$ cat config.mk
export PLATFORM = sky130hd
export DESIGN_NAME = rtc_i2c_regif
export DESIGN_NICKNAME = d
export VERILOG_FILES = /design/src/rtl/rtc_regif_pkg.sv /design/src/rtl/rtc_i2c_line_det.sv /design/src/rtl/rtc_regfile.sv /design/src/rtl/rtc_i2c_regif.sv
export SDC_FILE = /design/constraint.sdc
export NUM_CORES = 1
export LEC_CHECK = 0
export BUFFER_PORTS_ARGS = -buffer_cell sky130_fd_sc_hd__buf_2
export CAP_MARGIN = 40
export CORE_AREA = 8 8 139 141
export CTS_BUF_LIST = sky130_fd_sc_hd__clkbuf_4 sky130_fd_sc_hd__clkbuf_8
export DETAILED_ROUTE_END_ITERATION = 8
export DIE_AREA = 0 0 147 149
export GPL_ROUTABILITY_DRIVEN = 0
export PLACE_DENSITY = 0.6
export SYNTH_ARGS = -nofsm -noshare
export SYNTH_HDL_FRONTEND = slang
export SYNTH_SLANG_ARGS = --single-unit
$ cat constraint.sdc
create_clock -name clk -period 3.28 [get_ports clk]
set_input_delay 0.164 -clock clk [delete_from_list [all_inputs] [get_ports clk]]
set_output_delay 0.164 -clock clk [all_outputs]
set_load 0.1 [all_outputs]
$ cat src/rtl/rtc_regif_pkg.sv
package rtc_regif_pkg;
    typedef enum logic [2:0] {
        ST_IDLE, ST_ADDR, ST_ACK_A, ST_RX, ST_ACK_W, ST_TX, ST_RACK
    } bus_st_e;

    localparam logic [6:0] DEV_ADDR = 7'b1101000;
    localparam int REG_CTRL = 7;
    localparam int REG_CHG  = 8;
    localparam int REG_FLAG = 9;
    localparam logic [3:0] CHG_KEY = 4'b1010;
endpackage

$ cat src/rtl/rtc_i2c_line_det.sv
module rtc_i2c_line_det #(
    parameter int STAGES = 2
) (
    input  logic clk,
    input  logic rst_n,
    input  logic scl_i,
    input  logic sda_i,
    output logic sda_s,
    output logic scl_rise,
    output logic scl_fall,
    output logic start_det,
    output logic stop_det
);
    typedef struct packed {
        logic [STAGES-1:0] scl_sh;
        logic [STAGES-1:0] sda_sh;
        logic              scl_prev;
        logic              sda_prev;
    } det_s;

    det_s q, d;
    logic scl_s;

    assign scl_s = q.scl_sh[STAGES-1];
    assign sda_s = q.sda_sh[STAGES-1];

    always_comb begin
        d          = q;
        d.scl_sh   = {q.scl_sh[STAGES-2:0], scl_i};
        d.sda_sh   = {q.sda_sh[STAGES-2:0], sda_i};
        d.scl_prev = scl_s;
        d.sda_prev = sda_s;
    end

    always_ff @(posedge clk or negedge rst_n) begin
        if (!rst_n) q <= '1;
        else        q <= d;
    end

    assign scl_rise  = scl_s & ~q.scl_prev;
    assign scl_fall  = ~scl_s & q.scl_prev;
    assign start_det = scl_s & q.scl_prev & q.sda_prev & ~sda_s;
    assign stop_det  = scl_s & q.scl_prev & ~q.sda_prev & sda_s;
endmodule

$ cat src/rtl/rtc_regfile.sv
module rtc_regfile
    import rtc_regif_pkg::*;
#(
    parameter int NUM_TIME = 7,
    parameter int DW       = 8,
    parameter int PW       = 4
) (
    input  logic                   clk,
    input  logic                   rst_n,
    input  logic [NUM_TIME*DW-1:0] time_live_i,
    input  logic                   snap_req,
    input  logic                   ptr_ld,
    input  logic [PW-1:0]          ptr_val,
    input  logic                   wr_en,
    input  logic                   ptr_inc,
    input  logic [DW-1:0]          wr_data,
    input  logic                   osc_stop_i,
    input  logic                   tick512_i,
    output logic [DW-1:0]          rd_data,
    output logic [NUM_TIME-1:0]    time_wr_stb_o,
    output logic [DW-1:0]          time_wr_data_o,
    output logic                   div_rst_o,
    output logic                   test_out_o,
    output logic                   chg_en_o,
    output logic                   chg_diode_o,
    output logic [1:0]             chg_res_o
);
    localparam int IW = $clog2(NUM_TIME);
    localparam logic [PW-1:0] P_CTRL = PW'(REG_CTRL);
    localparam logic [PW-1:0] P_CHG  = PW'(REG_CHG);
    localparam logic [PW-1:0] P_FLAG = PW'(REG_FLAG);
    localparam logic [PW-1:0] P_NT   = PW'(NUM_TIME);

    typedef struct packed {
        logic [PW-1:0]                ptr;
        logic [NUM_TIME-1:0][DW-1:0]  snap;
        logic [DW-1:0]                ctrl;
        logic [DW-1:0]                chg;
        logic                         osf;
        logic [NUM_TIME-1:0]          stb;
        logic [DW-1:0]                wdata;
        logic                         divrst;
    } rf_s;

    rf_s q, d;
    logic wrap;
    logic key_ok, ds_ok, rout_ok;

    assign wrap = ptr_inc && (q.ptr == P_CTRL || q.ptr >= P_FLAG);

    always_comb begin
        d        = q;
        d.stb    = '0;
        d.divrst = 1'b0;
        if (snap_req || wrap) d.snap = time_live_i;
        if (wr_en) begin
            if (q.ptr < P_NT) begin
                d.stb[q.ptr[IW-1:0]] = 1'b1;
                d.wdata              = wr_data;
            end else if (q.ptr == P_CTRL) begin
                d.ctrl   = wr_data;
                d.divrst = 1'b1;
            end else if (q.ptr == P_CHG) begin
                d.chg = wr_data;
            end else if (q.ptr == P_FLAG) begin
                d.osf = q.osf & wr_data[DW-1];
            end
        end
        if (osc_stop_i) d.osf = 1'b1;
        if (ptr_ld) d.ptr = ptr_val;
        else if (ptr_inc) d.ptr = wrap ? '0 : q.ptr + 1'b1;
    end

    always_ff @(posedge clk or negedge rst_n) begin
        if (!rst_n) begin
            q      <= '0;
            q.ctrl <= DW'(8'h80);
            q.osf  <= 1'b1;
        end else begin
            q <= d;
        end
    end

    always_comb begin
        rd_data = '0;
        if (q.ptr < P_NT)        rd_data = q.snap[q.ptr[IW-1:0]];
        else if (q.ptr == P_CTRL) rd_data = q.ctrl;
        else if (q.ptr == P_CHG)  rd_data = q.chg;
        else if (q.ptr == P_FLAG) rd_data = {q.osf, {(DW-1){1'b0}}};
    end

    assign key_ok  = q.chg[7:4] == CHG_KEY;
    assign ds_ok   = q.chg[3] ^ q.chg[2];
    assign rout_ok = |q.chg[1:0];

    assign chg_en_o       = key_ok & ds_ok & rout_ok;
    assign chg_diode_o    = chg_en_o & q.chg[3];
    assign chg_res_o      = chg_en_o ? q.chg[1:0] : 2'b00;
    assign time_wr_stb_o  = q.stb;
    assign time_wr_data_o = q.wdata;
    assign div_rst_o      = q.divrst;
    assign test_out_o     = q.ctrl[6] ? tick512_i : q.ctrl[7];


    stb_onehot_chk: assert property (@(posedge clk) disable iff (!rst_n)
        $onehot0(time_wr_stb_o));


    divrst_pulse_chk: assert property (@(posedge clk) disable iff (!rst_n)
        div_rst_o |=> !div_rst_o);


    osf_no_set_chk: assert property (@(posedge clk) disable iff (!rst_n)
        (!q.osf && !osc_stop_i) |=> !q.osf);


    ptr_wrap_chk: assert property (@(posedge clk) disable iff (!rst_n)
        (ptr_inc && !ptr_ld && (q.ptr == P_CTRL || q.ptr == P_FLAG)) |=> q.ptr == '0);
endmodule

$ cat src/rtl/rtc_i2c_regif.sv
module rtc_i2c_regif
    import rtc_regif_pkg::*;
#(
    parameter int NUM_TIME    = 7,
    parameter int DW          = 8,
    parameter int SYNC_STAGES = 2
) (
    input  logic                   clk,
    input  logic                   rst_n,
    input  logic                   scl_i,
    input  logic                   sda_i,
    output logic                   sda_oe,
    input  logic [NUM_TIME*DW-1:0] time_live_i,
    output logic [NUM_TIME-1:0]    time_wr_stb_o,
    output logic [DW-1:0]          time_wr_data_o,
    output logic                   div_rst_o,
    input  logic                   osc_stop_i,
    input  logic                   tick512_i,
    output logic                   test_out_o,
    output logic                   chg_en_o,
    output logic                   chg_diode_o,
    output logic [1:0]             chg_res_o
);
    localparam int PW = 4;
    localparam int CW = $clog2(DW + 1);
    localparam logic [CW-1:0] BITS_FULL = CW'(DW);
    localparam logic [CW-1:0] BITS_LAST = CW'(DW - 1);

    typedef struct packed {
        bus_st_e       st;
        logic [CW-1:0] cnt;
        logic [DW-1:0] sh;
        logic [DW-1:0] tx;
        logic          rw;
        logic          first;
        logic          mack;
        logic          sda_oe;
    } fsm_s;

    fsm_s q, d;
    logic sda_s, scl_rise, scl_fall, start_det, stop_det;
    logic ptr_ld, wr_en, ptr_inc;
    logic [DW-1:0] rd_data;

    rtc_i2c_line_det #(.STAGES(SYNC_STAGES)) u_det (
        .clk(clk), .rst_n(rst_n), .scl_i(scl_i), .sda_i(sda_i),
        .sda_s(sda_s), .scl_rise(scl_rise), .scl_fall(scl_fall),
        .start_det(start_det), .stop_det(stop_det)
    );

    always_comb begin
        d       = q;
        ptr_ld  = 1'b0;
        wr_en   = 1'b0;
        ptr_inc = 1'b0;
        if (start_det) begin
            d.st     = ST_ADDR;
            d.cnt    = '0;
            d.sda_oe = 1'b0;
        end else if (stop_det) begin
            d.st     = ST_IDLE;
            d.sda_oe = 1'b0;
        end else begin
            unique case (q.st)
                ST_ADDR: begin
                    if (scl_rise) begin
                        d.sh  = {q.sh[DW-2:0], sda_s};
                        d.cnt = q.cnt + 1'b1;
                    end else if (scl_fall && q.cnt == BITS_FULL) begin
                        d.cnt = '0;
                        if (q.sh[DW-1:1] == DEV_ADDR) begin
                            d.sda_oe = 1'b1;
                            d.rw     = q.sh[0];
                            d.st     = ST_ACK_A;
                        end else begin
                            d.st = ST_IDLE;
                        end
                    end
                end
                ST_ACK_A: begin
                    if (scl_fall) begin
                        d.cnt = '0;
                        if (q.rw) begin
                            d.tx     = rd_data;
                            d.sda_oe = ~rd_data[DW-1];
                            d.st     = ST_TX;
                        end else begin
                            d.sda_oe = 1'b0;
                            d.first  = 1'b1;
                            d.st     = ST_RX;
                        end
                    end
                end
                ST_RX: begin
                    if (scl_rise) begin
                        d.sh  = {q.sh[DW-2:0], sda_s};
                        d.cnt = q.cnt + 1'b1;
                    end else if (scl_fall && q.cnt == BITS_FULL) begin
                        d.cnt    = '0;
                        d.sda_oe = 1'b1;
                        d.st     = ST_ACK_W;
                        d.first  = 1'b0;
                        if (q.first) begin
                            ptr_ld = 1'b1;
                        end else begin
                            wr_en   = 1'b1;
                            ptr_inc = 1'b1;
                        end
                    end
                end
                ST_ACK_W: begin
                    if (scl_fall) begin
                        d.sda_oe = 1'b0;
                        d.st     = ST_RX;
                    end
                end
                ST_TX: begin
                    if (scl_fall) begin
                        if (q.cnt == BITS_LAST) begin
                            d.sda_oe = 1'b0;
                            d.cnt    = '0;
                            d.st     = ST_RACK;
                            ptr_inc  = 1'b1;
                        end else begin
                            d.cnt    = q.cnt + 1'b1;
                            d.tx     = {q.tx[DW-2:0], 1'b0};
                            d.sda_oe = ~q.tx[DW-2];
                        end
                    end
                end
                ST_RACK: begin
                    if (scl_rise) begin
                        d.mack = ~sda_s;
                    end else if (scl_fall) begin
                        if (q.mack) begin
                            d.tx     = rd_data;
                            d.sda_oe = ~rd_data[DW-1];
                            d.st     = ST_TX;
                        end else begin
                            d.st = ST_IDLE;
                        end
                    end
                end
                default: ;
            endcase
        end
    end

    always_ff @(posedge clk or negedge rst_n) begin
        if (!rst_n) begin
            q    <= '0;
            q.st <= ST_IDLE;
        end else begin
            q <= d;
        end
    end

    assign sda_oe = q.sda_oe;

    rtc_regfile #(.NUM_TIME(NUM_TIME), .DW(DW), .PW(PW)) u_rf (
        .clk(clk), .rst_n(rst_n), .time_live_i(time_live_i),
        .snap_req(start_det | stop_det), .ptr_ld(ptr_ld),
        .ptr_val(q.sh[PW-1:0]), .wr_en(wr_en), .ptr_inc(ptr_inc),
        .wr_data(q.sh), .osc_stop_i(osc_stop_i), .tick512_i(tick512_i),
        .rd_data(rd_data), .time_wr_stb_o(time_wr_stb_o),
        .time_wr_data_o(time_wr_data_o), .div_rst_o(div_rst_o),
        .test_out_o(test_out_o), .chg_en_o(chg_en_o),
        .chg_diode_o(chg_diode_o), .chg_res_o(chg_res_o)
    );


    stop_release_chk: assert property (@(posedge clk) disable iff (!rst_n)
        stop_det |=> !sda_oe);
endmodule

After elaboration in Yosys (flattened, before gate mapping):

Cells that the tools add are included.

* add/subtract/negate cells: 2
* $lt $le $gt $ge: 4
* equal/unequal tests: 43
* muxes and demuxes: 97
* bitwise logic cells: 24
* reductions and logical operators: 26

Operator list (number)
* $mux W8: 14
* $ne A4 B4 Y1 const B: 14
* $mux W1: 50
* $mux W7: 5
* $ne A2 B2 Y1 const B: 14
* $mux W3: 9
* $bmux W8 S3: 1
* $mux W4: 6
* $pmux W8 S3: 1
* $mux W23: 1
* $pmux W3 S6: 1
* $mux W17: 1
* $eq A4 B4 Y1 const B: 4
* $pmux W4 S4: 1
* $mux W15: 1
* $reduce_and A12 Y1: 1
* $reduce_and A4 Y1: 3
* $reduce_and A6 Y1: 2
* $and A1 B1 Y1: 11
* $not A1 Y1: 11
* $reduce_and A11 Y1: 1
* $reduce_and A10 Y1: 1
* $eq A3 B3 Y1 const B: 3
* $add A4 B1 Y4 const B: 2
* 26 further kinds: 38

* register bits: 126
* input port bits: 62
* output and inout port bits: 22
* word-level logic and storage cells: 222

Longest topological paths before layout:

* depth after elaboration: 12
* depth in mapped cells: 9
* mapped depth without buffers: 7

Cells and area by module:

From an unflattened synthesis, not the netlist that was laid out.

* cell total of the unflattened synthesis: 528
* area, all modules: 6414.9 µm²

By module, submodules not included
* rtc_regfile: times used 1, cells each 344, area each 4601.9 µm², seq. area each 2329.7 µm²
* rtc_i2c_regif: times used 1, cells each 174, area each 1622.8 µm², seq. area each 650.6 µm²
* rtc_i2c_line_det: times used 1, cells each 10, area each 190.2 µm², seq. area each 157.7 µm²

Worst setup path after synthesis:

Ideal clock, no wire load.

* path kind: register to output
* start: register u_rf.q[21] (netlist name)
* end: output chg_diode_o
* arrival: 3.235 ns
* data required time: 3.116 ns
* path slack: -0.119 ns
* cell stages (with the launch flop): 5
* path buffers: 0
* cell sequence: dfrtp_1 > nor4bb_1 > o221ai_1 > a21oi_1 > and2_1

* cells in the longest elaborated chain, start to end: 4

RTL lines
* from (decl): RTL line rtc_regfile.sv:45 `rf_s q, d;`
* $eq A4 B4 Y1: RTL line rtc_regfile.sv:92 `assign key_ok = q.chg[7:4] == CHG_KEY;`
* $and A1 B1 Y1 (2 in series): RTL line rtc_regfile.sv:96 `assign chg_en_o = key_ok & ds_ok & rout_ok;`
* via chg_en_o: RTL line rtc_i2c_regif.sv:20 `output logic chg_en_o,`
* $and A1 B1 Y1: RTL line rtc_regfile.sv:97 `assign chg_diode_o = chg_en_o & q.chg[3];`
* to (decl): RTL line rtc_i2c_regif.sv:21 `output logic chg_diode_o,`

The timed path passes the listed nets, and every way through them passes these cells.

Worst setup path after layout:

* start: register q[26] (netlist name)
* end: register u_rf.q[48] (netlist name)

* cells in the longest elaborated chain, start to end: 6
* elaborated cells between the ends (all ways): 7
* classes of those cells: eq/ne (2); mux (3); reduce/logical (2)

RTL lines
* from (decl): RTL line rtc_i2c_regif.sv:40 `fsm_s q, d;`
* $eq A3 B3 Y1 / $eq A3 B2 Y1 (equally long branches): RTL line rtc_i2c_regif.sv:64 `unique case (q.st)`
* $pmux W1 S2 (*): RTL line rtc_i2c_regif.sv:64
* $mux W1 (*): RTL line rtc_i2c_regif.sv:60 `end else if (stop_det) begin`
* $mux W1 (*): RTL line rtc_i2c_regif.sv:56 `if (start_det) begin`
* $logic_and A1 B1 Y1 (*): RTL line rtc_regfile.sv:49 `assign wrap = ptr_inc && (q.ptr == P_CTRL || q.ptr >= P_FLAG);`
* $logic_or A1 B1 Y1 (*): RTL line rtc_regfile.sv:55 `if (snap_req || wrap) d.snap = time_live_i;`

Every way passes the cells marked *; elsewhere a longest branch is shown, timed or not.
A chain may end at the register's enable or synchronous reset.

==> reports/qor.yml <==
status: "finished, final reports clean"
grt_usage: 0.1454
synth_commonest_cells: "dfrtp_1, mux2_2, mux2_4"
hold-worst-slack_ns: 0.3018
fin_nets: 697
synth_cells: 504
fp.dieH_um: 149
layout-drive-gt1-share: 0.3801
ys_ff_latch: 125
ios: 84
wirelength_um: 15210
grt_first_pass_wirelength_um: 25430
syn_avg_cell_area_sq_um: 12.56
cts.sinks: 125
crit_path_max_fanout: 56
cts_setup_buffers: 0
vias: 4415
post_drt_wl_per_cell_um: 17.54
grt_pass1_vias: 4798
die_area_sq_um: 21900
maxCapViolCount: 0
num_antenna_cells: 0
clock_latency_ns: 0.43
finalInstanceArea_sq_um: 7816
synth_flop_cell: "dfrtp_1"
cts_hold_buf: 60
hpwl_um: 10380
hold_viol_final: 0
ys_warn_count: 0
fmax_mhz: 395.6
ir_worst_vdd_mv: 0.3111
start_util: 0.3712
die_w_um: 147
synthTopCellsByArea: "dfrtp_1, mux2_4, mux2_2"
instances_no_fill: 867
dp_cells: 775
core_sq_um: 17060
rsz0062_at_grt: "false"
p_per_area_nw_per_um2: 483.0
syn-cell-area_sq_um: 6331
timing.final.crit_period_ns: 2.528
critPathArrivalTime_ns: 2.85
ys_async_sr_fraction: 1.000
setup_viol: 0
cts-root-buf: "clkbuf_8"
ys_types: 67
drt_pass1_iterations: 7
viasPerCell: 5.092
cts.clk_slew.worst_paths_ns: 0.08
cts_buffers: 17
worst_slew_pin_slew_ns: 0.7313
drtIter0Drc: 242
synth_top_area_frac: 0.4625
synth-seq-area-share: 0.4957
num_rows: 48
synth-edff-count: 0
cp-start-kind: "register"
overflow: 0
setup-tns-final_ns: 0
post-route-drc-count: 0
hp-class: "in -> async"
post-route-util: 0.4583
maxSlewHeadroom: 0.5125
io_buffers: 83
postPlaceCellArea_sq_um: 6819
syn_nets: 572
cts_tree: "built"
worst_setup_path_end_kind: "register"
min_period_over_period: 0.7707
yosysMostFrequentCell: "dfrtp_1"
clock_path_buffers: 2
h-tree-depth: 4
antenna_found_initial: 0
crit_type: "reg -> reg"
cp.required_ns: 3.60
slew_violations: 0
cts.repair.resized: 0
yosys.area.top_type: "dfrtp_1"
p_leak_nw: 3.572
syn_to_final_growth_pct: 23.46
ant_nets: 0
grt_max_degree: 73
skew_ns: 0.01715
==> stage by stage <==
step	total power, mW	worst slack (ns)
finish	3.775	0.7522
global route	3.953	0.6175
CTS	3.822	0.7587
detailed placement	2.392	0.7670
global placement	2.365	0.8800
floorplan	2.213	0.5658
==> layout by cell type (no fill, tap or decap), types with 3 or more instances in the layout <==
master	count
dfrtp_1	117
buf_2	82
dlygate4sd3_1	60
mux2_2	53
mux2_4	40
nand2_1	25
o21ai_0	24
nor2_1	23
clkbuf_8	19
a21oi_1	10
nand2b_1	9
nor3_1	9
nand3b_1	8
dfstp_2	8
inv_1	7
or2_2	7
nor2b_1	7
mux4_2	7
a221oi_1	7
o22ai_1	7
nand3_1	6
a31oi_1	6
ha_1	6
clkbuf_4	6
a221o_1	5
and2_1	5
mux2_1	5
o31ai_1	4
mux2i_1	4
and3b_1	4
o211ai_1	4
buf_4	4
a211oi_1	3
clkinv_2	3
==> critical path, cell delays in order (launching register included) <==
cell and delay (ns):
dfrtp_1 0.73, and3b_1 0.41, and2_4 0.22, a21boi_4 0.10, o21ai_4 0.19, buf_12 0.36, mux2_2 0.39
==> state kept, by name (all words and copies together), names as in the netlist <==
| name | count |
|---|---|
| u_rf.time_wr_data_o | 8 |
| u_rf.q | 77 |
| u_det.q | 2 |
| u_rf.time_wr_stb_o | 7 |
| u_det.sda_s | 1 |
| u_det.d | 3 |
| u_rf.div_rst_o | 1 |
| sda_oe | 1 |
| q | 25 |
==> power by group <==
part / internal (mW) / total (mW) / switching [mW]
Combinational: 0.359 / 0.566 / 0.207
Clock: 0.763 / 1.35 / 0.590
Sequential: 1.73 / 1.86 / 0.129
==> layout make-up <==
cell class	count	area, sq um
clock buffers	25	306.5
clock inverters	7	90.09
fillers	1582	9240
inverters	8	30.03
multi-input cells	329	2889
flip-flops and latches	125	3138
well taps	225	281.5
repair buffers	148	1081
==> final timing paths <==
kind / start / endpoint / slack, ns / depth (start not counted)
min in group clk: u_det.d[3]$_DFF_PN1_ / u_det.sda_s$_DFF_PN1_ / 0.36 / 0
worst min-delay path: rst_n / u_rf.q[54]$_DFFE_PN0P_ / 0.30 / 2
worst max-delay path: q[26]$_DFFE_PN0P_ / u_rf.q[48]$_DFFE_PN0P_ / 0.75 / 6
worst min register to register: u_det.d[3]$_DFF_PN1_ / u_det.sda_s$_DFF_PN1_ / 0.36 / 0
max in group asynchronous: rst_n / u_rf.div_rst_o$_DFF_PN0_ / 2.12 / 3
worst max register to register: q[26]$_DFFE_PN0P_ / u_rf.q[48]$_DFFE_PN0P_ / 0.75 / 6
==> per-layer routing <==
layer  vias to the layer above  track usage  part of all wire
met1                      2221       0.1828              0.46
met3                        24      0.03125             0.039
met5                         -            0                 0
met4                         0      0.06119             0.018
li1                       2088            -                 -
met2                        82       0.2392              0.48
==> cells by family (layout without fill, tap and decap cells) <==
logic type,after synthesis,in the layout,synth area share
compound gates,90,90,0.09862
xor+xnor,1,1,0.001384
fa+ha+maj,6,6,0.01186
buf+inv,50,188,0.04980
flops,125,125,0.4957
mux,109,109,0.2292
simple gates,123,123,0.1134
(Power assumes the default switching activity.)
